--- src/rtl/bhc_pkg.sv ---
package bhc_pkg;

    typedef enum logic [1:0] {
        POL_STALL = 2'd0,
        POL_DSLOT = 2'd1,
        POL_SPEC  = 2'd2
    } policy_e;

    typedef enum logic [1:0] {
        PCS_SEQ  = 2'd0,
        PCS_TGT  = 2'd1,
        PCS_HOLD = 2'd2,
        PCS_ZERO = 2'd3
    } pcsel_e;

    typedef struct packed {
        logic id_live;
        logic ex_live;
    } live_s;

    typedef struct packed {
        logic redirect;
        logic hold;
        logic ifid_flush;
        logic idex_flush;
    } act_s;

    typedef struct packed {
        pcsel_e sel;
        logic   pc_we;
        logic   ifid_we;
        logic   ifid_flush;
        logic   idex_flush;
    } ctl_s;

endpackage

--- src/rtl/bhc_live_track.sv ---
module bhc_live_track (
    input  logic clk,
    input  logic rst_n,
    input  logic ifid_flush,
    input  logic idex_flush,
    output logic id_live,
    output logic ex_live
);
    import bhc_pkg::*;

    live_s live_d, live_q;

    always_comb begin
        live_d         = live_q;
        live_d.id_live = ~ifid_flush;
        live_d.ex_live = live_q.id_live & ~idex_flush;
    end

    always_ff @(posedge clk or negedge rst_n) begin
        if (!rst_n) live_q <= '0;
        else        live_q <= live_d;
    end

    assign id_live = live_q.id_live;
    assign ex_live = live_q.ex_live;

    AST_ZAPPED_FETCH_DEAD: assert property (@(posedge clk) disable iff (!rst_n)
        $past(ifid_flush) |-> !id_live);
    AST_DEAD_DECODE_STAYS_DEAD: assert property (@(posedge clk) disable iff (!rst_n)
        $past(!id_live) |-> !ex_live);

endmodule

--- src/rtl/bhc_policy.sv ---
module bhc_policy #(
    parameter bhc_pkg::policy_e POLICY = bhc_pkg::POL_SPEC
) (
    input  logic           id_br,
    input  logic           ex_br,
    input  logic           ex_taken,
    output bhc_pkg::act_s  act
);
    import bhc_pkg::*;

    logic redirect;
    assign redirect = ex_br & ex_taken;

    generate
        if (POLICY == POL_STALL) begin : g_stall
            always_comb begin
                act            = '0;
                act.redirect   = redirect;
                act.hold       = id_br & ~redirect;
                act.ifid_flush = redirect | id_br;
                act.idex_flush = 1'b0;
            end
        end else if (POLICY == POL_DSLOT) begin : g_dslot
            always_comb begin
                act            = '0;
                act.redirect   = redirect;
                act.hold       = 1'b0;
                act.ifid_flush = redirect;
                act.idex_flush = 1'b0;
            end
        end else begin : g_spec
            always_comb begin
                act            = '0;
                act.redirect   = redirect;
                act.hold       = 1'b0;
                act.ifid_flush = redirect;
                act.idex_flush = redirect;
            end
        end
    endgenerate

endmodule

--- src/rtl/bhc_pc_mux.sv ---
module bhc_pc_mux #(
    parameter int AW = 32
) (
    input  bhc_pkg::pcsel_e sel,
    input  logic [AW-1:0]   pc_plus4,
    input  logic [AW-1:0]   ex_target,
    output logic [AW-1:0]   pc_next
);
    import bhc_pkg::*;

    always_comb begin
        unique case (sel)
            PCS_TGT:  pc_next = ex_target;
            PCS_ZERO: pc_next = '0;
            default:  pc_next = pc_plus4;
        endcase
    end

endmodule

--- src/rtl/br_hazard_ctl.sv ---
module br_hazard_ctl #(
    parameter int               AW     = 32,
    parameter bhc_pkg::policy_e POLICY = bhc_pkg::POL_SPEC
) (
    input  logic          clk,
    input  logic          rst_n,
    input  logic          id_cti,
    input  logic          ex_cti,
    input  logic          ex_taken,
    input  logic [AW-1:0] ex_target,
    input  logic [AW-1:0] pc_plus4,
    output logic [AW-1:0] pc_next,
    output logic [1:0]    pc_sel,
    output logic          pc_we,
    output logic          ifid_we,
    output logic          ifid_flush,
    output logic          idex_flush
);
    import bhc_pkg::*;

    logic id_live, ex_live;
    logic id_br, ex_br;
    act_s act;
    ctl_s ctl;

    assign id_br = id_cti & id_live;
    assign ex_br = ex_cti & ex_live;

    bhc_live_track u_live (
        .clk        (clk),
        .rst_n      (rst_n),
        .ifid_flush (ctl.ifid_flush),
        .idex_flush (ctl.idex_flush),
        .id_live    (id_live),
        .ex_live    (ex_live)
    );

    bhc_policy #(.POLICY(POLICY)) u_policy (
        .id_br    (id_br),
        .ex_br    (ex_br),
        .ex_taken (ex_taken),
        .act      (act)
    );

    always_comb begin
        ctl = '{sel: PCS_SEQ, pc_we: 1'b1, ifid_we: 1'b1,
                ifid_flush: 1'b0, idex_flush: 1'b0};
        if (!rst_n) begin
            ctl.sel        = PCS_ZERO;
            ctl.ifid_flush = 1'b1;
            ctl.idex_flush = 1'b1;
        end else if (act.redirect) begin
            ctl.sel        = PCS_TGT;
            ctl.ifid_flush = act.ifid_flush;
            ctl.idex_flush = act.idex_flush;
        end else if (act.hold) begin
            ctl.sel        = PCS_HOLD;
            ctl.pc_we      = 1'b0;
            ctl.ifid_flush = act.ifid_flush;
        end
        ctl.ifid_we = ~ctl.ifid_flush;
    end

    bhc_pc_mux #(.AW(AW)) u_mux (
        .sel       (ctl.sel),
        .pc_plus4  (pc_plus4),
        .ex_target (ex_target),
        .pc_next   (pc_next)
    );

    assign pc_sel     = ctl.sel;
    assign pc_we      = ctl.pc_we;
    assign ifid_we    = ctl.ifid_we;
    assign ifid_flush = ctl.ifid_flush;
    assign idex_flush = ctl.idex_flush;

    AST_REDIRECT_ZAPS_FETCH: assert property (@(posedge clk) disable iff (!rst_n)
        (pc_sel == 2'd1) |-> (ifid_flush && pc_next == ex_target));
    AST_SQUASHED_NEVER_REDIRECTS: assert property (@(posedge clk) disable iff (!rst_n)
        $past(idex_flush) |-> (pc_sel != 2'd1));

    generate
        if (POLICY == POL_STALL) begin : g_chk_stall
            AST_HOLD_ONE_CYCLE: assert property (@(posedge clk) disable iff (!rst_n)
                $past(!pc_we) |-> pc_we);
        end else if (POLICY == POL_DSLOT) begin : g_chk_dslot
            AST_SLOT_SURVIVES: assert property (@(posedge clk) disable iff (!rst_n)
                !idex_flush && pc_we);
        end else begin : g_chk_spec
            AST_DOUBLE_SQUASH: assert property (@(posedge clk) disable iff (!rst_n)
                (pc_sel == 2'd1) |-> idex_flush);
            AST_SPEC_NEVER_HOLDS: assert property (@(posedge clk) disable iff (!rst_n)
                pc_we);
        end
    endgenerate

endmodule

--- config.mk ---
export PLATFORM = sky130hd
export DESIGN_NAME = br_hazard_ctl
export DESIGN_NICKNAME = d
export VERILOG_FILES = /design/src/rtl/bhc_pkg.sv /design/src/rtl/bhc_live_track.sv /design/src/rtl/bhc_policy.sv /design/src/rtl/bhc_pc_mux.sv /design/src/rtl/br_hazard_ctl.sv
export SDC_FILE = /design/constraint.sdc
export NUM_CORES = 1
export LEC_CHECK = 0
export BUFFER_PORTS_ARGS = -buffer_cell sky130_fd_sc_hd__buf_2
export CAP_MARGIN = 5
export CORE_ASPECT_RATIO = 0.75
export CORE_MARGIN = 3
export CORE_UTILIZATION = 33
export DETAILED_ROUTE_END_ITERATION = 10
export GPL_ROUTABILITY_DRIVEN = 1
export PLACE_DENSITY = 0.89
export SLEW_MARGIN = 5
export SYNTH_ARGS = -nofsm -noshare
export SYNTH_HDL_FRONTEND = slang
export SYNTH_SLANG_ARGS = --single-unit
--- constraint.sdc ---
create_clock -name clk -period 1.6 [get_ports clk]
set_input_delay 0.08 -clock clk [delete_from_list [all_inputs] [get_ports clk]]
set_output_delay 0.08 -clock clk [all_outputs]
set_load 0.005 [all_outputs]
* Word level (Yosys, flattened, before mapping) *
Index checks and enable logic that the tools add are counted.

storage, ports and cells
  bits of input ports = 69
  flip-flop bits (word level) = 2

cells by class
  eq/ne operators = 2
  bitwise operators = 5
  mux-type cells = 5

operator list
  cell                  number
  $pmux W32 S2          1
  $mux W2               2
  $and A1 B1 Y1         3
  $eq A2 B1 Y1 const B  1
  $eq A2 B2 Y1 const B  1
  $mux W1               2
  $not A1 Y1            2

* Longest topological paths before layout *
Gate-level depths: netlist (run 1).

  depth in word-level cells = 6
  mapped depth = 4

* By module *
From an unflattened synthesis (run 1), not the netlist that was laid out.

second synthesis, totals
  cell total of the unflattened synthesis = 62
  area, all modules = 521.8 um^2

by module, submodules not included
  module          instances  cells an instance  seq. area each (um^2)  area an instance (um^2)
  bhc_pc_mux      1          41                 0.0                    357.8
  bhc_live_track  1          4                  50.0                   67.6
  br_hazard_ctl   1          11                 0.0                    56.3
  bhc_policy      1          6                  0.0                    40.0

* Worst setup path before layout (run 1) *
No wires, ideal clock.

  kind = register to output
  start = register u_live.live_q (netlist bit u_live.ex_live)
  end = output pc_next[0]
  path buffers = 2
  arrival = 0.951 ns
  path slack = 0.569 ns
  stages on the path, launching flop included = 5
  path through = dfrtp_1 -> and3_1 -> buf_6 -> buf_12 -> mux2i_1

between the ends
  cells in the longest elaborated chain, start to end = 6

ends and longest elaborated chain
  item                                          line                  source
  start, declared                               bhc_live_track.sv:11  live_s live_d, live_q;
  start signal, assigned                        bhc_live_track.sv:21  else live_q <= live_d;
  $and A1 B1 Y1 *                               br_hazard_ctl.sv:27   assign ex_br = ex_cti & ex_live;
  $and A1 B1 Y1 *                               bhc_policy.sv:12      assign redirect = ex_br & ex_taken;
  $mux W1 *                                     br_hazard_ctl.sv:52   end else if (act.redirect) begin
  $mux W2 *                                     br_hazard_ctl.sv:48   if (!rst_n) begin
  $eq A2 B2 Y1 or $eq A2 B1 Y1 (tied branches)  bhc_pc_mux.sv:12      unique case (sel)
  $pmux W32 S2 *                                bhc_pc_mux.sv:12
  end, declared                                 br_hazard_ctl.sv:12   output logic [AW-1:0] pc_next,

Mark *: on every way between the ends. The rest lies on a longest branch, timed or not.

* Worst setup path after layout (run 1) *
  start = register u_live.live_q (netlist bit u_live.ex_live)
  end = output pc_next[20]

Same word-level chain as after synthesis.

==> summary.md, run 1 <==
| Metric | Value |
|---|---|
| Max Root-Sink Buffers | `2` |
| Io pins | `107` |
| Top Family by Delay on Critical Path | `simple AND/OR/NAND/NOR gates` |
| Peak Freq | `approximately 0.66 GHz` |
| Synth cell types | `13` |
| Nets | `288` |
| RSZ-0062 raised after global routing | `no` |
| DR DRC count | `0` |
| Antenna violations before repair | `0` |
| Total gr overflow | `0` |
| Pin count of the biggest net entering global routing | `28` |
| Drt first pass iters | `4` |
| Avg Vias per Cell | `4.56` |
| Worst hold start | `ex_taken` |
| Hold Path Class | `in -> reg` |
| Crit. Startpoint | `u_live.ex_live` |
| Met3 Resource Use GR | `under 10%` |
| Part of the power in combinational logic | `~62%` |
| Setup crit end kind | `output port` |
| Max-Cap Viols | `0` |
| Hold-critical path endpoint | `u_live.ex_live` |
| Row cnt | `14` |
| Most frequent cells in the layout | `buf_2, nand2_1, mux2i_1` |
| Critical path arrival | `around 1.4 ns` |
| Final Cell Area | `0.00131 sq mm` |
| Worst Hold Depth | `3` |
| Setup TNS | `0 ns` |
| CP Buf/Inv Count | `2` |
| Clock power frac | `25.3%` |
| Ys Warns | `0` |
| Pwr dens | `around 330 mW/mm^2` |
| H-tree Lvls | `1` |
| CTS Buf Count | `3` |
| Final wirelength | `between 2000 and 2500 um` |
| Syn Nets | `around 190` |
| Seq/Total Area, Yosys | `under 10%` |
| Die X | `~60 um` |
| CTS tree | `yes` |
| Routed vias | `1100` |
| Syn Std Cell Area | `between 700 and 800 sq um` |
| Root Buffer Master | `clkbuf_4` |
| DR iter-0 viols | `14` |
| Initial Utilization | `36.7%` |
| Fin. max-slew vios | `0` |
| Commonest non-fill, non-tap cell in the layout | `buf_2` |
| Synth Area per Inst | `around 6.5 sq um` |
| Worst Path Max Fanout | `13` |
| WP data required | `~1.5 ns` |
| Reg2Reg Depth | `3` |
| Status | `complete, no violations` |
| Clock sinks | `2` |
| Area of the die | `around 0.0030 sq mm` |
| P&R area growth vs syn | `70.0%` |
| Overall routing resource usage | `13.9%` |
| Clk pin slew, worst setup/hold paths | `~0.03 ns` |
| Top Usage Layer GRT | `met2` |
| R2R Setup Slk | `0.56 ns` |
| Endpoints failing hold | `0` |
| I/O Buffers | `104` |
| Later-pin clock latency in the skew report | `roughly 0.22 ns` |
| Setup violators final | `0` |
| Area leader, netlist | `mux2i_1` |
| Core Area | `approximately 0.0021 sq mm` |
| Psw | `0.144 mW` |
| Top cell type's share of synthesized area | `between 40% and 50%` |
| Cells along the critical path | `and3_2 -> buf_12 -> mux2i_1 -> buf_2` |
| RR Endpoint | `u_live.id_live` |
| Ant. Diodes | `0` |
| Post-CTS Setup Bufs | `0` |
| Register bit total from synthesis | `2` |
| Net Sw Frac | `around a third` |
| CP max-delay cell | `and3_2` |
| Die H | `around 48 um` |
| GR Util met1 | `approximately an eighth` |
| Register share of total power | `~13%` |
| P_leak | `around 0.76 nW` |
| P_int | `between 0.2 and 0.3 mW` |
| Vias in the first global route | `a little over 800` |
| Placed cell area | `0.00127 sq mm` |
| Fin crit share | `between 90% and 100%` |
| Crit start category | `register` |
| Maximum vdd ir drop | `0.000229 V` |
| Post-synthesis instance total | `roughly 120` |
| Max incr delay on CP | `approximately 0.34 ns` |
| Global-route wire length before repair | `roughly 3100 um` |
| Worst R2R Start | `u_live.ex_live` |
| Antenna-violating nets left | `0` |
| Setup CP Type | `reg -> out` |
| M2 GR Usage | `28.6%` |
| Layout cells sized above 1 | `about half` |
| GP Congestion | `roughly 0.69` |
| WL/cell | `approximately 10 um` |
| Setup Skew | `0.00370 ns` |
| Pwr Total | `0.433 mW` |
| Top cells by area, synth | `mux2i_1, nand2_1, buf_12, dfrtp_1, buf_4` |
| Final min period | `about 1.5 ns` |
| Final HPWL DP | `approximately 2000 um` |
[cell families after synthesis]
family	share of synthesized area, %
and+or+nand+nor	34.4
other	0.487
buffers and inverters	17.0
muxes	41.6
DFF	6.49
[Yosys cell counts (all sizes together)]
| cell | n |
|---|---|
| nor2 | 1 |
| nand2 | 65 |
| buf | 11 |
| mux2i | 32 |
| clkbuf | 3 |
| inv | 1 |
| nand3 | 1 |
| conb | 1 |
| and3 | 2 |
| dfrtp | 2 |
[flip-flops by register name, indices dropped and copies added, names as in the netlist]
register and cells:
u_live.ex_live 1, u_live.id_live 1
[area by class of cell]
| class | instances | area (sq um) |
|---|---|---|
| clock buffers | 3 | 22.5 |
| fillers | 214 | 792 |
| inverters | 1 | 3.75 |
| multi-input cells | 102 | 591 |
| flip-flops and latches | 2 | 50.0 |
| well taps | 24 | 30.0 |
| repair buffers | 109 | 613 |
[metal layers]
layer,vias up,share of wire (%)
met3,5,15
li1,572,-
met2,68,48
met4,0,0.58
met5,-,0
met1,455,36
[through the flow]
stage | setup slack [ns] | util [%] | std cells | hold slack [ns]
3_5_place_dp | 0.306 | 60.7 | 237 | -0.00302
6_report | 0.0869 | 62.3 | 241 | 0.234
2_1_floorplan | 0.569 | - | 119 | -0.216
3_3_place_gp | 0.312 | 60.7 | 237 | -0.00271
4_1_cts | 0.0120 | 62.2 | 241 | 0.227
5_1_grt | 0.0119 | 62.3 | 241 | 0.230
[repair_timing]
| item | CTS | global route |
|---|---|---|
| hold buffers | 1 | 0 |
| hold endpoints to repair | 2 | 0 |
| endpoints found under the setup margin | 0 | 27 |
| resized for setup | 0 | 2 |
[worst max-delay path by stage]
stage                  end  cells past startpoint
2_1_floorplan   pc_next[0]                      4
3_3_place_gp   pc_next[20]                      4
3_5_place_dp   pc_next[20]                      4
4_1_cts        pc_next[20]                      6
5_1_grt        pc_next[20]                      4
6_report       pc_next[20]                      4
[worst reg2reg max path, delay by kind of cell, from the launching register on]
kind                   cells  cell delay [ns]
AND/OR/NAND/NOR            2             0.41
buffers and inverters      1             0.20
flip-flops                 1             0.32
[power groups by stage]
stage	logic, mW	registers, mW	clock network [mW]
2_1_floorplan	0.129	0.0551	0
3_3_place_gp	0.262	0.0551	0
3_5_place_dp	0.268	0.0553	0
4_1_cts	0.271	0.0548	0.114
5_1_grt	0.302	0.0548	0.123
6_report	0.269	0.0547	0.110
Power figures use the tool's default switching activity.
==> run 2: changes to the inputs <==
CELL_PAD_IN_SITES_DETAIL_PLACEMENT = 2   (was not set)
CELL_PAD_IN_SITES_GLOBAL_PLACEMENT = 2   (was not set)
CORE_UTILIZATION = 13   (was 33)
PLACE_DENSITY = 0.87   (was 0.89)
==> run 2 against run 1 <==
Against the previous run: clock power grew 75%; cell count increased by 21%; global-route usage decreased by 4.0 points; hold slack gained 0.034 ns; power increased by 19%; critical path type unchanged; sequential share of layout area is 0.12 points lower; first-iteration DRC count fell by 21%; cell area increased by 3.2%; non-clock buffer count unchanged; utilization shrank 38 points.
==> summary.md, run 2 (synthesized netlist as in run 1, its figures left out) <==
| Metric | Value |
|---|---|
| Status | `complete, no violations` |
| Commonest non-fill, non-tap cell in the layout | `buf_2` |
| WL/cell | `12.2 um (+21%)` |
| Pin count of the biggest net entering global routing | `47 (+68%)` |
| Io pins | `107 (unchanged)` |
| Setup crit end kind | `output port` |
| Row cnt | `23 (+9)` |
| P_int | `0.356 mW (+23%)` |
| Critical path arrival | `1.38 ns (-0.05 ns)` |
| Peak Freq | `0.686 GHz (+3.8%)` |
| Part of the power in combinational logic | `52.0% (-10 points)` |
| Fin crit share | `91.1% (-3.4 points)` |
| Max incr delay on CP | `0.33 ns (about the same)` |
| Clk pin slew, worst setup/hold paths | `0.03 ns (about the same)` |
| Post-CTS Setup Bufs | `0 (unchanged)` |
| Most frequent cells in the layout | `buf_2, nand2_1, mux2i_1` |
| Antenna-violating nets left | `0 (unchanged)` |
| Drt first pass iters | `2 (-2)` |
| Max Root-Sink Buffers | `2 (unchanged)` |
| Global-route wire length before repair | `5580 um (+79%)` |
| Overall routing resource usage | `9.89% (-4.0 points)` |
| M2 GR Usage | `19.6% (-9.0 points)` |
| Crit start category | `register` |
| Initial Utilization | `13.9% (-23 points)` |
| Clock power frac | `37.3% (+12 points)` |
| Vias in the first global route | `1257 (+51%)` |
| Later-pin clock latency in the skew report | `0.21 ns (about the same)` |
| Pwr dens | `382 mW/mm^2 (+15%)` |
| Layout cells sized above 1 | `51.6% (unchanged)` |
| Die X | `94.9 um (+54%)` |
| Ant. Diodes | `0 (unchanged)` |
| Endpoints failing hold | `0 (unchanged)` |
| Setup CP Type | `reg -> out` |
| Root Buffer Master | `clkbuf_8` |
| WP data required | `1.52 ns (about the same)` |
| Maximum vdd ir drop | `0.000132 V (-43%)` |
| GP Congestion | `0.608 (-12%)` |
| Area of the die | `0.00690 sq mm (+130%)` |
| FF+latch area | `50.0 sq um (unchanged)` |
| Final HPWL DP | `3060 um (+49%)` |
| Core Area | `0.00553 sq mm (+160%)` |
| Max-Cap Viols | `0 (unchanged)` |
| Post-cts resize count | `0 (unchanged)` |
| CTS tree | `yes` |
| Setup violators final | `0 (unchanged)` |
| GR Util met1 | `10.3% (-2.6 points)` |
| Cells along the critical path | `and3_2 -> buf_4 -> mux2i_1 -> buf_2` |
| Clock sinks | `2 (unchanged)` |
| Final design utilization | `24.5% (-38 points)` |
| Die H | `72.7 um (+52%)` |
| DR iter-0 viols | `11 (-3)` |
| Setup TNS | `0 ns (unchanged)` |
| CTS Buf Count | `3 (unchanged)` |
| Antenna violations before repair | `0 (unchanged)` |
| I/O Buffers | `104 (unchanged)` |
| Routed vias | `1152 (+4.7%)` |
| Top Usage Layer GRT | `met2` |
| RSZ-0062 raised after global routing | `no` |
| Register share of total power | `10.6% (-2.0 points)` |
| DR DRC count | `0 (unchanged)` |
| Hold Path Class | `in -> reg` |
| Setup WS pre-CTS | `0.353 ns (+0.0466 ns)` |
| Fin. max-slew vios | `0 (unchanged)` |
| Net Sw Frac | `31.0% (-2.3 points)` |
| Cts hold-fix bufs | `1 (unchanged)` |
| Met3 Resource Use GR | `2.89% (-2.2 points)` |
| Total gr overflow | `0 (unchanged)` |
| P_leak | `0.750 nW (-0.68%)` |
| Final min period | `1.46 ns (-0.0552 ns)` |
| Setup Skew | `0.0000891 ns (-0.00361 ns)` |
| CP max-delay cell | `dfrtp_1` |
| Avg Vias per Cell | `3.95 (-14%)` |
| Filler instances | `700 (+230%)` |
| Final worst setup slack | `0.142 ns (+0.0552 ns)` |
| Psw | `0.160 mW (+11%)` |
| Nets | `288 (unchanged)` |
| P&R area growth vs syn | `75.5%` |
| H-tree Lvls | `1 (unchanged)` |
| Area of the multi-input gates | `591 sq um (unchanged)` |
| Worst Path Max Fanout | `13 (unchanged)` |
| Final wirelength | `3550 um (+47%)` |
==> run 2: cell counts in the layout (fill, tap and decap cells not counted) <==
No cell type changed its count.
==> run 2: cell type report <==
| cell class | count | share of cell area, % |
|---|---|---|
| multi-input cells | 102 | 43.7 |
| repair buffers | 109 | 42.4 |
| well taps | 75 | 6.94 |
| flip-flops and latches | 2 | 3.70 |
| clock buffers | 3 | 3.05 |
| inverters | 1 | 0.278 |
==> run 2: metal layers <==
| metal | up-vias | share of wire [%] |
|---|---|---|
| li1 | 572 | - |
| met1 | 523 | 38 |
| met2 | 55 | 51 |
| met3 | 2 | 11 |
| met4 | 0 | 0.54 |
| met5 | - | 0 |
==> run 2: final timing paths <==
path                                  endpoint  cells after the start      startpoint  slack [ns]
worst max register to register  u_live.id_live                      3  u_live.ex_live        0.66
max in group asynchronous       u_live.ex_live                      3           rst_n        1.05
min in group asynchronous       u_live.id_live                      3           rst_n        0.37
worst max-delay path               pc_next[12]                      4  u_live.ex_live        0.14
worst min register to register  u_live.ex_live                      1  u_live.id_live        0.49
worst min-delay path            u_live.ex_live                      3        ex_taken        0.27
==> run 2: power by group through the flow <==
stage	combinational, mW	clock, mW	sequential [mW]
5_1_grt	0.308	0.206	0.0553
6_report	0.269	0.193	0.0549
3_5_place_dp	0.273	0	0.0554
2_1_floorplan	0.129	0	0.0551
3_3_place_gp	0.258	0	0.0551
4_1_cts	0.277	0.200	0.0549
==> run 2: through the flow <==
stage	area, sq um	cells	hold slack [ns]	power (mW)
after floorplan	771	119	-0.216	0.184
after global placement	1300	288	0.0457	0.313
after detailed placement	1300	288	0.0574	0.329
after CTS	1350	292	0.272	0.532
after global routing	1350	292	0.318	0.569
final	1350	292	0.268	0.516
==> run 2: critical path, delay by kind of cell (launching register included) <==
family,cells,cell delay (ns)
buffers and inverters,2,0.40
DFF,1,0.33
muxes,1,0.23
and+or+nand+nor,1,0.21
==> run 3: changes to the inputs <==
CORE_MARGIN = 8   (was 3)
CTS_BUF_LIST = sky130_fd_sc_hd__clkbuf_2   (was not set)
==> run 3 against run 2 <==
Against the previous run: via count grew 1.9%; critical path depth unchanged; largest power group unchanged; utilization down 1.6 points; clock skew increased by 0.0044 ns.
==> summary.md, run 3 (synthesized netlist as in run 1, its figures left out) <==
| Metric | Value |
|---|---|
| Status | `complete, no violations` |
| Core Area | `0.00577 sq mm (+4.3%)` |
| RSZ-0062 raised after global routing | `no` |
| Setup crit end kind | `output port` |
| P_leak | `0.738 nW (-1.6%)` |
| Total gr overflow | `0 (unchanged)` |
| P&R area growth vs syn | `70.9%` |
| Maximum vdd ir drop | `0.0000696 V (-47%)` |
| RR Endpoint | `u_live.id_live` |
| Setup Skew | `0.00450 ns (+0.00441 ns)` |
| Area of the multi-input gates | `591 sq um (unchanged)` |
| Later-pin clock latency in the skew report | `0.19 ns (-0.02 ns)` |
| Layout cells sized above 1 | `51.6% (unchanged)` |
| Max-Cap Viols | `0 (unchanged)` |
| Overall routing resource usage | `8.93% (-0.96 points)` |
| Avg Vias per Cell | `3.98 (+0.87%)` |
| Die X | `105 um (+11%)` |
| Peak Freq | `0.683 GHz (-0.39%)` |
| Vias in the first global route | `1339 (+6.5%)` |
| Ant. Diodes | `0 (unchanged)` |
| Initial Utilization | `13.4% (-0.58 points)` |
| Final wirelength | `3990 um (+12%)` |
| CTS tree | `yes` |
| Antenna violations before repair | `0 (unchanged)` |
| Setup violators final | `0 (unchanged)` |
| Filler instances | `748 (+6.9%)` |
| GP Congestion | `0.608 (about the same)` |
| Fin crit share | `91.5% (+0.36 points)` |
| Setup CP Type | `reg -> out` |
| Met3 Resource Use GR | `3.49% (+0.60 points)` |
| R2R Setup Slk | `0.54 ns (-0.12 ns)` |
| Area of the die | `0.00867 sq mm (+26%)` |
| CTS Buf Count | `3 (unchanged)` |
| Top Usage Layer GRT | `met2` |
| Crit start category | `register` |
| H-tree Lvls | `1 (unchanged)` |
| DR DRC count | `0 (unchanged)` |
| Routed vias | `1174 (+1.9%)` |
| Worst Path Max Fanout | `19 (+6)` |
| GR Util met1 | `9.41% (-0.87 points)` |
| I/O Buffers | `104 (unchanged)` |
| Worst Hold Depth | `3 (unchanged)` |
| Critical path arrival | `1.38 ns (about the same)` |
| Clk pin slew, worst setup/hold paths | `0.03 ns (about the same)` |
| Endpoints failing hold | `0 (unchanged)` |
| Setup TNS | `0 ns (unchanged)` |
| Clock sinks | `2 (unchanged)` |
| Reg2Reg Depth | `3 (unchanged)` |
| Drt first pass iters | `2 (unchanged)` |
| Commonest non-fill, non-tap cell in the layout | `buf_2` |
| Max Root-Sink Buffers | `2 (unchanged)` |
| Worst R2R Start | `u_live.ex_live` |
| Pwr dens | `306 mW/mm^2 (-20%)` |
| Final hold slack | `0.298 ns (+0.0296 ns)` |
| WL/cell | `13.5 um (+11%)` |
| Nets | `288 (unchanged)` |
| Global-route wire length before repair | `6440 um (+15%)` |
| Final HPWL DP | `3450 um (+13%)` |
| Fin. max-slew vios | `0 (unchanged)` |
| Row cnt | `24 (+4.3%)` |
| Io pins | `107 (unchanged)` |
| DR iter-0 viols | `12 (+1)` |
| Die H | `82.7 um (+14%)` |
| FF+latch area | `50.0 sq um (unchanged)` |
| Final min period | `1.46 ns (+0.00571 ns)` |
| Root Buffer Master | `clkbuf_2` |
| Hold-critical path endpoint | `u_live.ex_live` |
| Most frequent cells in the layout | `buf_2, nand2_1, mux2i_1` |
| Pin count of the biggest net entering global routing | `49 (+4.3%)` |
| Antenna-violating nets left | `0 (unchanged)` |
| Hold Path Class | `in -> reg` |
| M2 GR Usage | `16.7% (-2.9 points)` |
| WP data required | `1.52 ns (about the same)` |
| Worst hold start | `ex_taken` |
-- run 3: worst max path at each step --
stage	to	cells past startpoint	startpoint	slack [ns]
floorplan	pc_next[0]	4	u_live.ex_live	0.57
global placement	pc_next[3]	4	u_live.ex_live	0.36
detailed placement	pc_next[11]	4	u_live.ex_live	0.32
CTS	pc_next[11]	4	u_live.ex_live	0.1
global route	pc_next[19]	4	u_live.ex_live	0.03
finish	pc_next[11]	4	u_live.ex_live	0.14
-- run 3: what timing repair did --
action | 4_1_cts | 5_1_grt
buffers inserted | 0 | 0
gates resized for setup | 0 | 0
hold buffers | 1 | 0
setup endpoints to repair | 0 | 0
endpoints found under the hold margin | 2 | 0
-- run 3: critical path, stage by stage, from the launching register on --
cell     delay (ns)
dfrtp_1        0.33
and3_2         0.18
buf_4          0.31
mux2i_1        0.23
buf_2          0.14
-- run 3: layout make-up --
type	instances	area share, %
Sequential cell	2	3.80
Clock buffer	3	1.14
Multi-Input combinational cell	102	44.8
Tap cell	78	7.41
Timing Repair Buffer	109	42.5
Inverter	1	0.285
-- run 3: metrics by stage --
stage	cells	utilization (%)	total power [mW]	worst slack (ns)	instance area, sq um
finish	295	22.9	0.403	0.136	1320
global route	295	22.9	0.455	0.0274	1320
CTS	295	22.9	0.419	0.0974	1320
detailed placement	291	22.4	0.331	0.318	1290
global placement	291	22.4	0.315	0.362	1290
floorplan	119	-	0.184	0.569	771
-- run 3: routing by layer --
layer,part of all wire [%],vias up,routed length (um)
li1,-,574,-
met1,42,540,1670
met2,49,58,1940
met3,8.6,2,342
met4,0.85,0,34
met5,0,-,0
-- run 3: where the power goes --
group / internal, mW / switching (mW) / total, mW
registers: 0.0539 / 0.00104 / 0.0550
logic: 0.142 / 0.126 / 0.268
clock network: 0.0499 / 0.0292 / 0.0791
total: 0.246 / 0.157 / 0.403
